==> config.mk <==
export PLATFORM = sky130hd
export DESIGN_NAME = cascade_intack
export DESIGN_NICKNAME = d
export VERILOG_FILES = /design/src/rtl/cascade_intack.sv
export SDC_FILE = /design/constraint.sdc
export NUM_CORES = 1
export LEC_CHECK = 0
export ABC_CLOCK_PERIOD_IN_PS = 7100
export BUFFER_PORTS_ARGS = -buffer_cell sky130_fd_sc_hd__buf_4
export CORE_UTILIZATION = 55
export DETAILED_ROUTE_END_ITERATION = 16
export PLACE_DENSITY = 0.8
export SKIP_CTS_REPAIR_TIMING = 1
export SLEW_MARGIN = 0
export SYNTH_ARGS = -nofsm -noshare
export SYNTH_HDL_FRONTEND = slang
export SYNTH_SLANG_ARGS = --single-unit
==> constraint.sdc <==
create_clock -name clk -period 7.1 [get_ports clk]
set_input_delay 0.71 -clock clk [delete_from_list [all_inputs] [get_ports clk]]
set_output_delay 0.71 -clock clk [all_outputs]
set_load 0.02 [all_outputs]
==> src/rtl/cascade_intack.sv <==
module cascade_intack #(
  parameter logic [7:0] PRI_VBASE = 8'h08,
  parameter logic [7:0] SEC_VBASE = 8'h70,
  parameter logic [7:0] PRI_TMASK = 8'hF8,
  parameter logic [7:0] SEC_TMASK = 8'hDE
) (
  input  logic        clk,
  input  logic        rst_n,
  input  logic [15:0] req_i,
  input  logic        ack_i,
  output logic [7:0]  vector_o,
  output logic        int_o,
  input  logic        eoi_i,
  input  logic [3:0]  eoi_line_i,
  input  logic        trig_we_i,
  input  logic        trig_sel_i,
  input  logic [7:0]  trig_wdata_i,
  output logic [7:0]  trig_rdata_o
);
  localparam logic [7:0] CASC_BIT = 8'h04;

  function automatic logic [3:0] first_set(input logic [7:0] v);
    first_set = 4'd8;
    for (int i = 7; i >= 0; i--)
      if (v[i]) first_set = 4'(i);
  endfunction

  logic [15:0] req_q;
  logic [7:0]  p_irr, p_isr, p_trig;
  logic [7:0]  s_irr, s_isr, s_trig;

  logic [3:0] p_win, p_cur, s_win, s_cur;
  logic       p_ok, s_ok, p_take, s_take;
  logic [7:0] p_src, p_rise, s_rise;
  logic [7:0] p_ackb, s_ackb, p_eoib, s_eoib;
  logic [7:0] p_irr_nx, s_irr_nx;

  assign p_win = first_set(p_irr);
  assign p_cur = first_set(p_isr);
  assign s_win = first_set(s_irr);
  assign s_cur = first_set(s_isr);
  assign p_ok  = p_win < p_cur;
  assign s_ok  = s_win < s_cur;
  assign int_o = p_ok;

  assign p_take = ack_i && p_ok;
  assign s_take = p_take && (p_win == 4'd2) && s_ok;
  assign p_ackb = p_take ? (8'h01 << p_win[2:0]) : 8'h00;
  assign s_ackb = s_take ? (8'h01 << s_win[2:0]) : 8'h00;
  assign p_eoib = (eoi_i && !eoi_line_i[3]) ? (8'h01 << eoi_line_i[2:0]) : 8'h00;
  assign s_eoib = (eoi_i &&  eoi_line_i[3]) ? (8'h01 << eoi_line_i[2:0]) : 8'h00;

  assign p_src  = req_i[7:0] & ~CASC_BIT;
  assign p_rise = p_src & ~(req_q[7:0] & ~CASC_BIT);
  assign s_rise = req_i[15:8] & ~req_q[15:8];

  assign p_irr_nx = ((p_trig & p_src) | (~p_trig & (p_irr | p_rise)) | (s_ok ? CASC_BIT : 8'h00))
                    & ~(p_ackb & ~p_trig);
  assign s_irr_nx = ((s_trig & req_i[15:8]) | (~s_trig & (s_irr | s_rise)))
                    & ~(s_ackb & ~s_trig);

  always_ff @(posedge clk) begin
    if (!rst_n) begin
      req_q    <= '0;
      p_irr    <= '0;
      p_isr    <= '0;
      s_irr    <= '0;
      s_isr    <= '0;
      p_trig   <= '0;
      s_trig   <= '0;
      vector_o <= '0;
    end else begin
      req_q <= req_i;
      p_irr <= p_irr_nx;
      s_irr <= s_irr_nx;
      p_isr <= (p_isr | p_ackb) & ~p_eoib;
      s_isr <= (s_isr | s_ackb) & ~s_eoib;
      if (trig_we_i && !trig_sel_i) p_trig <= trig_wdata_i & PRI_TMASK;
      if (trig_we_i &&  trig_sel_i) s_trig <= trig_wdata_i & SEC_TMASK;
      if (ack_i) begin
        if (!p_ok)
          vector_o <= PRI_VBASE + 8'd7;
        else if (p_win == 4'd2)
          vector_o <= s_ok ? SEC_VBASE + {5'd0, s_win[2:0]} : SEC_VBASE + 8'd7;
        else
          vector_o <= PRI_VBASE + {5'd0, p_win[2:0]};
      end
    end
  end

  assign trig_rdata_o = trig_sel_i ? s_trig : p_trig;

  assert_spurious_vec_R5: assert property (@(posedge clk) disable iff (!rst_n)
    (ack_i && !int_o) |=> vector_o == PRI_VBASE + 8'd7);

  assert_spurious_still_R5: assert property (@(posedge clk) disable iff (!rst_n)
    (ack_i && !int_o && !eoi_i) |=> ($stable(p_isr) && $stable(s_isr)));

  assert_one_in_service_R1: assert property (@(posedge clk) disable iff (!rst_n)
    (ack_i && int_o && !eoi_i) |=> $countones(p_isr) == $countones($past(p_isr)) + 1);

  assert_cascade_vec_R2: assert property (@(posedge clk) disable iff (!rst_n)
    (ack_i && int_o && p_win == 4'd2) |=> vector_o[7:3] == SEC_VBASE[7:3]);

  assert_trig_write_R6: assert property (@(posedge clk) disable iff (!rst_n)
    (trig_we_i && trig_sel_i) |=> s_trig == ($past(trig_wdata_i) & SEC_TMASK));
endmodule

==> flow_summary.toml, run 1 <==
[power]
p_sw_mw = 0.3715
switching_share_pct = 34.88
p_seq_share_pct = 39.7
power_density_nw_per_um2 = 287.1
internal_power_mw = 0.6934
pwr-share-comb_pct = 31.0
power_leakage_nw = 1.522
clkPwrFrac_pct = 29.3
vdd_drop_max_mv = 0.1927

[floorplanning]
die_x_um = 77.60
rows = 27
die_h_um = 77.60
start_util_pct = 57.08
dieArea_um2 = 6021
io-pin-count = 51
core_area_um2 = 5507

[sta]
rsz0062_at_grt = "false"
final.setup.worst_slack_ns = 3.962
slew_headroom_pct = 34.93
fin_crit_sh_pct = 44.20
slew_violations = 0
hold_ws_ns = 0.4895
fin_worst_skew_ns = 0.01101
setup_viol = 0
max_freq_ghz = 0.3186
worstMarginPinSlew_ns = 0.9672
fin_tns_setup_ns = 0
hold_violations = 0
fin_crit_ns = 3.138

[worst_setup_path]
crit_arrival_ns = 3.42
crit_fanout = 9
path_class = "reg2reg"
worst-r2r-cell-count = 10
start_kind = "flip-flop"
cp_data_required_time_ns = 7.38
cp-end-kind = "flip-flop"

[hold_path]
hold_path.class = "reg2reg"
hold-path-cell-count = 1

[yosys]
synth_top_area_share_pct = 40.13
postSynth.asyncResetShare_pct = 0
synth_edf_count = 0
syn_area_um2 = 3143
synth_common_cells = "63 x dfxtp_1, 36 x o21ai_0, 34 x nand2_1"
syn-instance-count = 385
yosysMostFrequentCell = "dfxtp_1"
synth-seq-area-share_pct = 40.13
syn_avg_cell_area_um2 = 8.164
synth_ff_type = "dfxtp_1"
ys_warn_count = 0
ys_ff_latch = 63
yosys.area.top_type = "dfxtp_1"
synth_cell_types = 51
synthTopCellsByArea = "dfxtp_1 40%, o21ai_0 5.7%, nand2_1 4.1%"

[place]
hpwl_mm = 5.304
placedCellCount = 489
gp_congestion = 0.9303
io_buffers = 46
dpl_worst_slack_ns = 4.037

[run]
maxCapViolCount = 0

[cts]
clock_latency_ns = 0.34
cts_sinks = 63
cts_buffers = 9
clk_pin_slew_ns = 0.06
clockRootBuffer = "clkbuf_8"
clockBufferDepth = 2
cts_max_level = 3
cts_tree = "done"

[grt]
grt_pass1_vias = 2759
antenna_found_initial = 0
grt_remaining_overflow = 0
grt_max_degree = 66
grt_usage_pct = 25.95
grt_pass1_wl_mm = 12.39

[cells_and_area]
insertedDiodeCount = 0
layout-drive-gt1-share_pct = 18.24
fillers = 488
synthToLayoutAreaGrowth_pct = 17.99
finalNonFillerCells = 505
final_net_count = 468

[route]
drt.antenna.violating_nets = 0
vias_per_cell = 5.826
first_iter_violations = 258
firstDrtPassIters = 5
dr_total_vias = 2942
routed_wl_mm = 7.363
wl_per_cell_um = 14.58
drc = 0

[status]
outcome = "complete, no violations"
path summary, 6_finish.rpt:
kind,startpoint,end,slack [ns]
worst max-delay path,p_irr[4]$_SDFF_PN0_,s_isr[5]$_SDFF_PN0_,3.96
worst min-delay path,vector_o[3]$_SDFFE_PN0P_,vector_o[3]$_SDFFE_PN0P_,0.49
worst max register to register,p_irr[4]$_SDFF_PN0_,s_isr[5]$_SDFF_PN0_,3.96
worst min register to register,vector_o[3]$_SDFFE_PN0P_,vector_o[3]$_SDFFE_PN0P_,0.49
sequential cells by signal (all words and copies together) (netlist names):
signal,cells
s_irr,8
s_isr,8
p_trig,5
req_q,15
p_isr,8
vector_o,5
p_irr,8
s_trig,6
logic make-up after synthesis:
kind of cell    synth area share (%)
compound gates                 25.40
simple gates                   23.17
mux                            3.025
buf+inv                        5.772
fa+ha+maj                      2.388
flops                          40.13
other cells                   0.1193
stage by stage:
step / power (mW) / area [µm²] / utilization, %
after global routing: 1.120 / 3709 / 67.35
after CTS: 1.065 / 3709 / 67.35
after detailed placement: 0.7532 / 3510 / 63.74
final: 1.065 / 3709 / 67.35
after floorplan: 0.6573 / 3147 / -
after global placement: 0.7431 / 3510 / 63.74
power groups by stage:
stage	Clock [mW]	Combinational, mW	Sequential [mW]
2_1_floorplan	0	0.228	0.429
3_3_place_gp	0	0.316	0.427
3_5_place_dp	0	0.324	0.429
4_1_cts	0.316	0.327	0.421
5_1_grt	0.331	0.363	0.426
6_report	0.312	0.330	0.422
worst max-delay path, stage by stage, from the launching register on:
cell,delay (ns)
dfxtp_1,0.32
nor2_1,0.27
o21ai_0,0.14
a21boi_0,0.45
ha_1,0.34
o21a_1,0.18
o21ai_1,0.15
nand2b_1,0.16
a21o_4,0.28
nor4_1,0.51
o221a_2,0.29
layout by cell type, fill, tap and decap left out, types with 4 or more instances in the layout:
cell      Yosys  routed
a21boi_0      8       8
a21o_1        4       4
a21oi_1      23      23
a31oi_1       6       6
and2_1       17      17
buf_4         4      46
clkbuf_8      0      10
dfxtp_1      63      63
ha_1          6       6
inv_1        29      29
mux2_2        4       4
mux2i_1       5       5
nand2_1      34      34
nand2b_1      7       7
nand3_1      13      13
nor2_1       28      28
nor2b_1      14      14
nor3_1        7       7
nor4_1        8       8
o21ai_0      36      36
o221a_2       5       5
o22ai_1       4       4
o31a_1        5       5
o31ai_1       7       7
routing by layer:
metal  share of wire [%]  track usage, %
met5                   0               0
met1                  47           33.19
met2                  45           42.21
met4                 2.2           11.51
met3                 5.5           5.059
cell type report:
type,instances,area [µm²],area share [%]
Clock buffer,11,141.4,3.812
Clock inverter,5,57.56,1.552
Inverter,29,108.9,2.935
Multi-Input combinational cell,279,1704,45.95
Sequential cell,63,1261,34.01
Tap cell,72,90.09,2.429
Timing Repair Buffer,46,345.3,9.312
Note: power is estimated with default switching activity, not from simulation.
==> inputs of run 2 (changes only) <==
ABC_CLOCK_PERIOD_IN_PS = 3100   (was 7100)
clock period = 3.1 ns   (was 7.1 ns; I/O delays follow)
==> flow_summary.toml, run 2 (same netlist as run 1, synthesis figures left out) <==
[cells_and_area]
top_register = "req_q"
layout-drive-gt1-share_pct = 18.66
final_net_count = 469
post-route-util_pct = 68.62
insertedDiodeCount = 0
stdcell_area_um2 = 3779
largest_reg_flops = 15
synthToLayoutAreaGrowth_pct = 20.22
multi_input_area_um2 = 1719
final_cell_mix = "63 x dfxtp_1, 47 x buf_4, 36 x o21ai_0"
fillers = 486
final_common_cell = "dfxtp_1"
regArea_um2 = 1261

[worst_setup_path]
cp_data_required_time_ns = 3.30
crit_arrival_ns = 3.03
crit_fanout = 9
cp-end-kind = "flip-flop"
start_kind = "flip-flop"
path_class = "reg2reg"
worst-r2r-cell-count = 10

[status]
outcome = "complete, no violations"

[sta]
max_freq_ghz = 0.3534
slew_violations = 0
hold_violations = 0
worstMarginPinSlew_ns = 0.8667
hold_ws_ns = 0.1721
setup_viol = 0
slew_headroom_pct = 41.69
fin_worst_skew_ns = 0.005598
fin_crit_sh_pct = 91.27
fin_crit_ns = 2.829

[cts]
cts_tree = "done"
clockBufferDepth = 2
cts_buffers = 9
cts_sinks = 63
clock_latency_ns = 0.34
cts_max_level = 3
clk_pin_slew_ns = 0.07
clockRootBuffer = "clkbuf_8"

[floorplanning]
rows = 27
start_util_pct = 57.08
core_area_um2 = 5507
die_h_um = 77.60
io-pin-count = 51
dieArea_um2 = 6021
die_x_um = 77.60

[grt]
antenna_found_initial = 0
grt_pass1_vias = 2655
grt_remaining_overflow = 0
grt_usage_pct = 26.09
grt_max_degree = 66
grt_pass1_wl_mm = 12.36

[place]
gp_congestion = 0.8969
io_buffers = 46
placed_area_um2 = 3517
hpwl_mm = 5.334

[hold_path]
hold-path-cell-count = 2
hold_path.class = "in2reg"

[route]
first_iter_violations = 167
drc = 0
drt.antenna.violating_nets = 0
routed_wl_mm = 7.348
firstDrtPassIters = 4
vias_per_cell = 5.706
dr_total_vias = 2887
wl_per_cell_um = 14.52

[power]
power_leakage_nw = 1.553
vdd_drop_max_mv = 0.4343
power_density_nw_per_um2 = 692.5

[run]
maxCapViolCount = 0
[run 2: routing by layer]
metal	wire length [µm]	vias to the layer above	GRT usage (%)
met1	3470	1334	34.04
met5	0	-	0
met2	3437	84	42.04
met3	342	9	3.647
met4	99	0	13.02
li1	-	1460	-
[run 2: per-stage QoR]
step                        TNS (ns)  worst slack [ns]  power [mW]  instances
after floorplan                    0            0.4770       1.505        386
after detailed placement           0            0.2321       1.730        490
after global placement             0            0.2588       1.711        490
after CTS                          0            0.2011       2.610        506
final                              0            0.2707       2.617        506
after global routing      -0.0007025        -0.0007025       2.739        506
[run 2: cell type report]
type | instances | area share [%]
flip-flops and latches | 63 | 33.38
multi-input cells | 279 | 45.50
inverters | 29 | 2.881
clock inverters | 5 | 2.781
clock buffers | 11 | 3.742
repair buffers | 47 | 9.338
well taps | 72 | 2.384
[run 2: path summary, 6_finish.rpt]
| check | startpoint | slack [ns] | to |
|---|---|---|---|
| max reg2reg | p_irr[4]$_SDFF_PN0_ | 0.27 | s_irr[7]$_SDFF_PN0_ |
| min | req_i[0] | 0.17 | req_q[0]$_SDFF_PN0_ |
| max | p_irr[4]$_SDFF_PN0_ | 0.27 | s_irr[7]$_SDFF_PN0_ |
| min reg2reg | vector_o[3]$_SDFFE_PN0P_ | 0.48 | vector_o[3]$_SDFFE_PN0P_ |
[run 2: power by group]
group	total [mW]	internal, mW	switching, mW
Combinational	0.765	0.314	0.451
Sequential	0.964	0.891	0.0726
Clock	0.888	0.556	0.331
Total	2.62	1.76	0.855
[run 2: worst max-delay path: stages (launching register included)]
cell and delay (ns):
dfxtp_1 0.33, nor2_1 0.29, o21ai_0 0.14, a21boi_0 0.27
ha_1 0.30, o21a_1 0.17, o21ai_1 0.15, nand2b_1 0.14
a21o_4 0.28, nor4_1 0.48, a31oi_1 0.14
==> inputs of run 3 (changes only) <==
CORE_MARGIN = 5   (was not set)
SKIP_LAST_GASP = 1   (was not set)
==> flow_summary.toml, run 3 (same netlist as run 1, synthesis figures left out) <==
[status]
outcome = "complete, no violations"

[power]
vdd_drop_max_mv = 0.3561
clkPwrFrac_pct = 33.5
switching_share_pct = 32.17
power_density_nw_per_um2 = 693.2
internal_power_mw = 1.782
pwr-share-comb_pct = 29.7
p_sw_mw = 0.8451
p_seq_share_pct = 36.8
power_leakage_nw = 1.560

[worst_setup_path]
start_kind = "flip-flop"
cpMaxStageDelayCell = "nor4_2"
path_class = "reg2reg"
critPathMaxStageDelay_ns = 0.41
cp_top_family = "compound AO/OA/AOI/OAI gates"
crit_chain = "nor2_1 -> o21ai_0 -> a21boi_0 -> ha_1 -> o21a_1 -> o21ai_1 -> nand2b_1 -> a21o_4 -> nor4_2 -> o221a_2"
crit_buf_inv = 0
crit_fanout = 9
cp-end-kind = "flip-flop"
crit_arrival_ns = 3.09
cp_data_required_time_ns = 3.39

[grt]
grt_pass1_wl_mm = 12.68
grt_usage_pct = 21.51
grt_pass1_vias = 2751
grt_remaining_overflow = 0
grt_max_degree = 66
antenna_found_initial = 0

[cts]
clockRootBuffer = "clkbuf_8"
cts_max_level = 3
cts_sinks = 63
clockBufferDepth = 2
cts_tree = "done"
clk_pin_slew_ns = 0.07
cts_buffers = 9
clock_latency_ns = 0.34

[place]
hpwl_mm = 5.555
placedCellCount = 490
io_buffers = 46
gp_congestion = 0.8385
placed_area_um2 = 3517

[floorplanning]
rows = 27
start_util_pct = 56.73
die_x_um = 85.60
die_h_um = 85.60
core_area_um2 = 5540
dieArea_um2 = 7327
io-pin-count = 51

[route]
wl_per_cell_um = 15.14
routed.top_layer = "met4"
routed_wl_mm = 7.648
wl_met1_mm = 3.502
firstDrtPassIters = 5
vias_per_cell = 5.784
dr_wl_met2_mm = 3.499
dr_wl_met3_um = 459
drc = 0
drt.antenna.violating_nets = 0
first_iter_violations = 179
dr_total_vias = 2921

[cells_and_area]
synthToLayoutAreaGrowth_pct = 20.58
layout-drive-gt1-share_pct = 18.94
finalNonFillerCells = 505
stdcell_area_um2 = 3790
top_register = "req_q"
final_net_count = 469
insertedDiodeCount = 0
final_cell_mix = "63 x dfxtp_1, 47 x buf_4, 36 x o21ai_0"
largest_reg_flops = 15
final_common_cell = "dfxtp_1"

[sta]
fin_worst_skew_ns = 0.01068
hold_violations = 0
slew_violations = 0
fin_tns_setup_ns = 0
fin_crit_sh_pct = 90.41
max_freq_ghz = 0.3568
rsz0062_at_grt = "false"
worstMarginPinSlew_ns = 0.9173
fin_crit_ns = 2.803
setup_viol = 0
slew_headroom_pct = 38.28

[run]
maxCapViolCount = 0

[hold_path]
hold_path.class = "in2reg"
run 3: cell count changes in the layout (fill, tap and decap cells not counted), sizes merged:
cell	before	now
clkbuf	11	12
clkinvlp	2	0
run 3: area by class of cell:
type                       instances  area, µm²
clock buffer                      12      155.1
clock inverter                     3      90.09
fill                             476       1750
inverter                          29      108.9
multi-input combinational        279       1732
sequential                        63       1261
tap                               72      90.09
timing repair buffer              47      352.8
run 3: per-layer routing:
layer / track usage (%) / vias up
li1: - / 1450
met1: 27.94 / 1336
met2: 33.33 / 116
met3: 4.611 / 19
met4: 11.51 / 0
met5: 0 / -
run 3: power by group through the flow:
stage / clock network, mW / registers, mW / logic [mW]
3_3_place_gp: 0 / 0.978 / 0.734
6_report: 0.879 / 0.967 / 0.781
5_1_grt: 0.935 / 0.977 / 0.861
4_1_cts: 0.894 / 0.963 / 0.759
2_1_floorplan: 0 / 0.982 / 0.523
3_5_place_dp: 0 / 0.981 / 0.754
run 3: path summary, 6_finish.rpt:
check	start	endpoint	slack, ns	cells past startpoint
setup / recovery	p_irr[4]$_SDFF_PN0_	s_isr[5]$_SDFF_PN0_	0.30	10
hold / removal	req_i[7]	req_q[7]$_SDFF_PN0_	0.18	2
setup reg to reg	p_irr[4]$_SDFF_PN0_	s_isr[5]$_SDFF_PN0_	0.30	10
hold reg to reg	vector_o[3]$_SDFFE_PN0P_	vector_o[3]$_SDFFE_PN0P_	0.49	1
run 3: through the flow:
stage                     power (mW)  worst slack, ns  util [%]  hold WS (ns)
after floorplan                1.505           0.4770         -        0.4317
after global placement         1.712           0.2953     63.48        0.4722
after detailed placement       1.735           0.2095     63.48        0.4754
after CTS                      2.616           0.1889     67.91        0.1640
after global routing           2.773          0.04106     68.41        0.1727
final                          2.627           0.2973     68.41        0.1810
